### src/rtl/qam16_pkg.sv
package qam16_pkg;

    localparam int UPS    = 4;
    localparam int TPB    = 7;
    localparam int NTAP   = UPS * TPB;
    localparam int COEF_W = 12;
    localparam int AMP_W  = 3;
    localparam int LFSR_W = 16;
    localparam int OUT_W  = COEF_W + AMP_W + $clog2(TPB);

    typedef logic signed [AMP_W-1:0]  amp_t;
    typedef logic signed [COEF_W-1:0] coef_t;
    typedef logic [LFSR_W-1:0]        lfsr_t;

    // Half of a symmetric raised-cosine response, roll-off 0.5, Q10 scale.
    function automatic coef_t rc_coef(input int j);
        int m;
        m = (j < NTAP / 2) ? j : (NTAP - 1 - j);
        case (m)
            0:       return 12'sd5;
            1:       return 12'sd1;
            2:       return 12'sd1;
            3:       return 12'sd11;
            4:       return 12'sd23;
            5:       return 12'sd16;
            6:       return -12'sd26;
            7:       return -12'sd94;
            8:       return -12'sd137;
            9:       return -12'sd82;
            10:      return 12'sd119;
            11:      return 12'sd439;
            12:      return 12'sd777;
            13:      return 12'sd995;
            default: return 12'sd0;
        endcase
    endfunction

    function automatic amp_t gray_level(input logic [1:0] b);
        case (b)
            2'b00:   return -3'sd3;
            2'b01:   return -3'sd1;
            2'b11:   return 3'sd1;
            default: return 3'sd3;
        endcase
    endfunction

    function automatic lfsr_t lfsr_step(input lfsr_t l);
        return {l[LFSR_W-2:0], l[15] ^ l[13] ^ l[12] ^ l[10]};
    endfunction

endpackage

### src/rtl/qam16_rail.sv
module qam16_rail
    import qam16_pkg::*;
#(
    parameter lfsr_t SEED = 16'hACE1
) (
    input  logic clk,
    input  logic rst_n,
    input  logic adv_i,
    output amp_t sym_o
);

    typedef struct packed {
        lfsr_t lfsr;
    } st_t;

    st_t   st_d, st_q;
    lfsr_t nxt;

    always_comb begin
        st_d  = st_q;
        nxt   = lfsr_step(lfsr_step(st_q.lfsr));
        sym_o = gray_level(nxt[1:0]);
        if (adv_i) begin
            st_d.lfsr = nxt;
        end
    end

    always_ff @(posedge clk) begin
        if (!rst_n) begin
            st_q.lfsr <= SEED;
        end else begin
            st_q <= st_d;
        end
    end

    a_r3_lfsr_nonzero: assert property (@(posedge clk) disable iff (!rst_n)
        st_q.lfsr != '0);

    a_r3_lfsr_moves: assert property (@(posedge clk) disable iff (!rst_n)
        adv_i |=> st_q.lfsr != $past(st_q.lfsr));

    a_r3_lfsr_holds: assert property (@(posedge clk) disable iff (!rst_n)
        !adv_i |=> $stable(st_q.lfsr));

endmodule

### src/rtl/qam16_polyfir.sv
module qam16_polyfir
    import qam16_pkg::*;
#(
    parameter int P_UPS   = UPS,
    parameter int P_TPB   = TPB,
    parameter int P_OUT_W = OUT_W,
    parameter int CTR_IDX = (P_TPB - 1) / 2,
    localparam int PH_W   = (P_UPS > 1) ? $clog2(P_UPS) : 1
) (
    input  logic                      clk,
    input  logic                      rst_n,
    input  logic                      load_i,
    input  logic [PH_W-1:0]           phase_i,
    input  amp_t                      sym_i,
    output logic signed [P_OUT_W-1:0] smp_o,
    output amp_t                      ctr_o
);

    typedef struct packed {
        logic [P_TPB-1:0][AMP_W-1:0] hist;
        logic signed [P_OUT_W-1:0]   smp;
        amp_t                        ctr;
    } st_t;

    st_t                       st_d, st_q;
    logic signed [P_OUT_W-1:0] acc;

    always_comb begin
        st_d = st_q;
        acc  = '0;
        for (int k = 0; k < P_TPB; k++) begin
            acc = acc + P_OUT_W'($signed(st_q.hist[k]))
                      * P_OUT_W'(rc_coef(P_UPS * k + int'(phase_i)));
        end
        st_d.smp = acc;
        st_d.ctr = amp_t'(st_q.hist[CTR_IDX]);
        if (load_i) begin
            st_d.hist[0] = sym_i;
            for (int k = 1; k < P_TPB; k++) begin
                st_d.hist[k] = st_q.hist[k-1];
            end
        end
        smp_o = st_q.smp;
        ctr_o = st_q.ctr;
    end

    always_ff @(posedge clk) begin
        if (!rst_n) begin
            st_q <= '0;
        end else begin
            st_q <= st_d;
        end
    end

    a_r5_hist_shift: assert property (@(posedge clk) disable iff (!rst_n)
        load_i |=> st_q.hist[1] == $past(st_q.hist[0]));

    a_r5_hist_hold: assert property (@(posedge clk) disable iff (!rst_n)
        !load_i |=> $stable(st_q.hist));

endmodule

### src/rtl/qam16_shaper.sv
module qam16_shaper
    import qam16_pkg::*;
#(
    parameter int    P_UPS   = UPS,
    parameter int    P_TPB   = TPB,
    parameter int    P_OUT_W = OUT_W,
    parameter lfsr_t SEED_I  = 16'hACE1,
    parameter lfsr_t SEED_Q  = 16'h1D0F,
    localparam int   PH_W    = (P_UPS > 1) ? $clog2(P_UPS) : 1,
    localparam int   NRAIL   = 2
) (
    input  logic                      clk,
    input  logic                      rst_n,
    output logic                      sym_stb_o,
    output logic signed [P_OUT_W-1:0] i_smp_o,
    output logic signed [P_OUT_W-1:0] q_smp_o,
    output logic signed [AMP_W-1:0]   i_sym_o,
    output logic signed [AMP_W-1:0]   q_sym_o
);

    typedef struct packed {
        logic [PH_W-1:0] phase;
        logic            stb;
    } st_t;

    st_t  st_d, st_q;
    logic load;

    amp_t                      sym_w [NRAIL];
    amp_t                      ctr_w [NRAIL];
    logic signed [P_OUT_W-1:0] smp_w [NRAIL];

    always_comb begin
        st_d      = st_q;
        load      = (st_q.phase == PH_W'(P_UPS - 1));
        st_d.phase = load ? '0 : st_q.phase + PH_W'(1);
        st_d.stb  = (st_q.phase == '0);
        sym_stb_o = st_q.stb;
    end

    always_ff @(posedge clk) begin
        if (!rst_n) begin
            st_q.phase <= PH_W'(P_UPS - 1);
            st_q.stb   <= 1'b0;
        end else begin
            st_q <= st_d;
        end
    end

    for (genvar r = 0; r < NRAIL; r++) begin : g_rail
        qam16_rail #(
            .SEED (r == 0 ? SEED_I : SEED_Q)
        ) rail_i (
            .clk   (clk),
            .rst_n (rst_n),
            .adv_i (load),
            .sym_o (sym_w[r])
        );

        qam16_polyfir #(
            .P_UPS   (P_UPS),
            .P_TPB   (P_TPB),
            .P_OUT_W (P_OUT_W)
        ) fir_i (
            .clk     (clk),
            .rst_n   (rst_n),
            .load_i  (load),
            .phase_i (st_q.phase),
            .sym_i   (sym_w[r]),
            .smp_o   (smp_w[r]),
            .ctr_o   (ctr_w[r])
        );
    end

    assign i_smp_o = smp_w[0];
    assign q_smp_o = smp_w[1];
    assign i_sym_o = ctr_w[0];
    assign q_sym_o = ctr_w[1];

    a_r2_stb_gap: assert property (@(posedge clk) disable iff (!rst_n)
        sym_stb_o |=> !sym_stb_o);

    a_r2_stb_after_load: assert property (@(posedge clk) disable iff (!rst_n)
        load |=> ##1 sym_stb_o);

    a_r8_sym_hold: assert property (@(posedge clk) disable iff (!rst_n)
        !sym_stb_o |-> ($stable(i_sym_o) && $stable(q_sym_o)));

endmodule

### config.mk
export PLATFORM = sky130hd
export DESIGN_NAME = qam16_shaper
export DESIGN_NICKNAME = d
export VERILOG_FILES = /design/src/rtl/qam16_pkg.sv /design/src/rtl/qam16_rail.sv /design/src/rtl/qam16_polyfir.sv /design/src/rtl/qam16_shaper.sv
export SDC_FILE = /design/constraint.sdc
export NUM_CORES = 1
export LEC_CHECK = 0
export BUFFER_PORTS_ARGS = -buffer_cell sky130_fd_sc_hd__buf_4
export CAP_MARGIN = 10
export CORE_MARGIN = 2
export CORE_UTILIZATION = 45
export DETAILED_ROUTE_END_ITERATION = 6
export HOLD_SLACK_MARGIN = 0.03
export PLACE_DENSITY = 0.65
export SYNTH_ARGS = -nofsm -noshare
export SYNTH_HDL_FRONTEND = slang
export SYNTH_SLANG_ARGS = --single-unit
### constraint.sdc
create_clock -name clk -period 8.9 [get_ports clk]
set_input_delay 1.78 -clock clk [delete_from_list [all_inputs] [get_ports clk]]
set_output_delay 1.78 -clock clk [all_outputs]
set_load 0.05 [all_outputs]
==> out/results.tsv <==
metric	value	unit
status	complete, no violations	
core area	39900	um^2
Hold WS	0.479	ns
first-pass GRT wire length	67300	um
die width	206	um
Synth top area share	25.2	%
GRT Util Overall	20.5	%
synth top area cells	fa_1 (25%), ha_1 (22%), dfxtp_1 (12%)	
post_cts resized	0	
Post CTS Setup Buffer Count	0	
starting density of the core	45.8	%
switch share	46.7	%
leading area contributor after synthesis	fa_1	
# setup viols final	0	
Primary FF master, synth	dfxtp_1	
largest family of logic cells by synthesized area	adder cells	
cts hold-fix bufs	0	
Pint	1.32	mW
Synth Area in Compound Gates	10.0	%
Seq pwr share	25.4	%
slew of the pin with the lowest slew margin	0.976	ns
VDD IR max	0.0931	mV
layout cells sized above 1	4.25	%
Die Span Y	206	um
RSZ-0062 raised after global routing	no	
WL/cell	16.4	um
Hold Vio Cnt, Final	0	
FFs w/ async S/R, synth	0	%
Pre-Repair DR Iteration Count	5	
WP data arrival	8.34	ns
Startpoint Class	flip-flop	
crit path time final	8.10	ns
Vias/cell	5.19	
First DRT Iteration DRCs	814	
max-slew violations	0	
Critical Path Sink Type	flip-flop	
slowest stage delay, CP	0.70	ns
total power	2.48	mW
initial antenna violation count	0	
I/O Buffers	44	
Seq cells post-synth	110	
Remaining Overflow, GRT	0	
NumNets Final	2550	
xor/xnor cell area share of the yosys netlist	6.22	%
CP most frequent cell	fa_1	
Post-Synth Simple-Gate Area	12.0	%
Max Clk Rate	124	MHz
Cell Rows	73	
leakage	10.7	nW
RePlAce Congestion	0.901	
Adder-Cell Fraction of Synth Area	47.4	%
placed cells	2508	
Clock Latency Late Sink	0.39	ns
H-tree lvl count	3	
fillcell total	3729	
top-count cell post-synth	inv_1	
clk sinks	110	
TritonCTS buffer count	9	
via count	13100	
post-route insts no fill	2524	
P_sw	1.16	mW
clock share of power	18.3	%
# DRC	0	
Syn Std Cell Area	18300	um^2
Commonest cells post-synth	inv_1 (331), ha_1 (324), fa_1 (230)	
die area	42300	um^2
slew margin rel.	34.4	%
pwr dens	130	nW/um^2
Layout Skew	0.0207	ns
number of global-route vias before repair	13500	
sequential share of the synthesized area	12.0	%
mux cell area share after synthesis	2.79	%
total of max-cap violations	0	
worst endpoint required time	9.14	ns
class of the worst hold path	reg2reg	
critical path type	reg2reg	
Clk pin slew, worst setup/hold paths	0.09	ns
final period utilization	91.0	%
Bufs on Longest Clock Path	2	
library cells used by synthesis	64	
Syn. warnings	0	
Root Driver	clkbuf_16	
Syn Area/Cell	9.05	um^2
total I/O pin count	45	
post-route setup TNS	0	ns
number of synthesized flops with an enable pin	0	
DP HPWL	35100	um
Worst path slowest cell	ha_1	
diodes inserted	0	
Finished Core Util	48.0	%
Comb pwr share	56.3	%
Mapped Cells	2019	
area delta synth->final	4.75	%
largest net degree at the start of global routing	62	
TritonCTS clock tree	yes	
final wirelength	41300	um
CP Max Fanout	17	
Routed Antenna Nets	0	
## metrics by stage
stage          area, um^2  setup slack, ns
6_report            19100            0.804
5_1_grt             19100            0.406
4_1_cts             19100            0.931
3_5_place_dp        18800            0.983
3_3_place_gp        18800             1.10
2_1_floorplan       18300             1.60
## cell usage in the layout, fill, tap and decap left out, drive strengths merged, types with 4 or more instances in the layout
cell and count:
xor2 25, o2111ai 5, o21ai 54, conb 4, nand2b 27, clkinv 6, nand3 9, xnor2 104
nand2 112, nor2 181, nor3 31, nor2b 33, o41ai 4, a211oi 16, clkbuf 9, dfxtp 110
or3 8, o21a 21, a311oi 4, mux2i 51, inv 334, buf 50, a21o 40, and2 48
or2 7, a31oi 8, fa 230, ha 324, a21oi 76, and3 8, o21bai 6, o211ai 12
## critical path, delay by kind of cell, from the launching register on
family | cells | cell delay (ns)
adders and majority gates | 11 | 4.75
and+or+nand+nor | 5 | 0.82
DFF | 1 | 0.33
AOI/OAI and AO/OA | 5 | 1.41
buffers and inverters | 4 | 0.64
## final cells by class
class | instances | area, um^2 | area share (%)
Tap cell | 525 | 657 | 3.43
Sequential cell | 110 | 2200 | 11.5
Clock inverter | 7 | 80.1 | 0.418
Clock buffer | 9 | 225 | 1.18
Timing Repair Buffer | 50 | 375 | 1.96
Inverter | 334 | 1250 | 6.55
Multi-Input combinational cell | 1489 | 14400 | 75.0
## worst paths after layout
path,cells past startpoint,slack [ns],startpoint,endpoint
setup / recovery,25,0.80,st_q[2],g_rail[0].fir_i.smp_o[14]
hold / removal,2,0.48,g_rail[1].rail_i.st_q[3],g_rail[1].rail_i.st_q[3]
setup reg to reg,25,0.80,st_q[2],g_rail[0].fir_i.smp_o[14]
hold reg to reg,2,0.48,g_rail[1].rail_i.st_q[3],g_rail[1].rail_i.st_q[3]
## kinds of logic (layout without fill, tap and decap cells)
logic type / count (synthesis) / in the layout
adders and majority gates: 554 / 554
and+or+nand+nor: 474 / 474
buffers and inverters: 423 / 400
AOI/OAI and AO/OA: 277 / 277
xor gates and xnor gates: 129 / 129
DFF: 110 / 110
muxes: 51 / 51
other: 1 / 4
## power groups by stage
stage                     clock network, mW  registers, mW  logic [mW]
after global placement                    0          0.642        1.37
after global routing                  0.479          0.644        1.56
final                                 0.453          0.632        1.40
after floorplan                           0          0.627        1.15
after CTS                             0.467          0.632        1.40
after detailed placement                  0          0.643        1.39
## sequential cells by signal (all words and copies together), names as in the netlist
name / flops
g_rail.fir_i.smp_o: 35
g_rail.fir_i.st_q: 30
st_q: 2
sym_stb_o: 1
g_rail.rail_i.st_q: 32
g_rail.fir_i.st_d: 5
g_rail.fir_i.ctr_o: 5
## layer usage
layer / part of all wire (%) / GRT usage [%]
met2: 46 / 33.7
met3: 4.7 / 3.04
met4: 2.2 / 5.73
met1: 47 / 27.9
met5: 0 / 0
No activity file was read; power rests on OpenSTA's default activity.
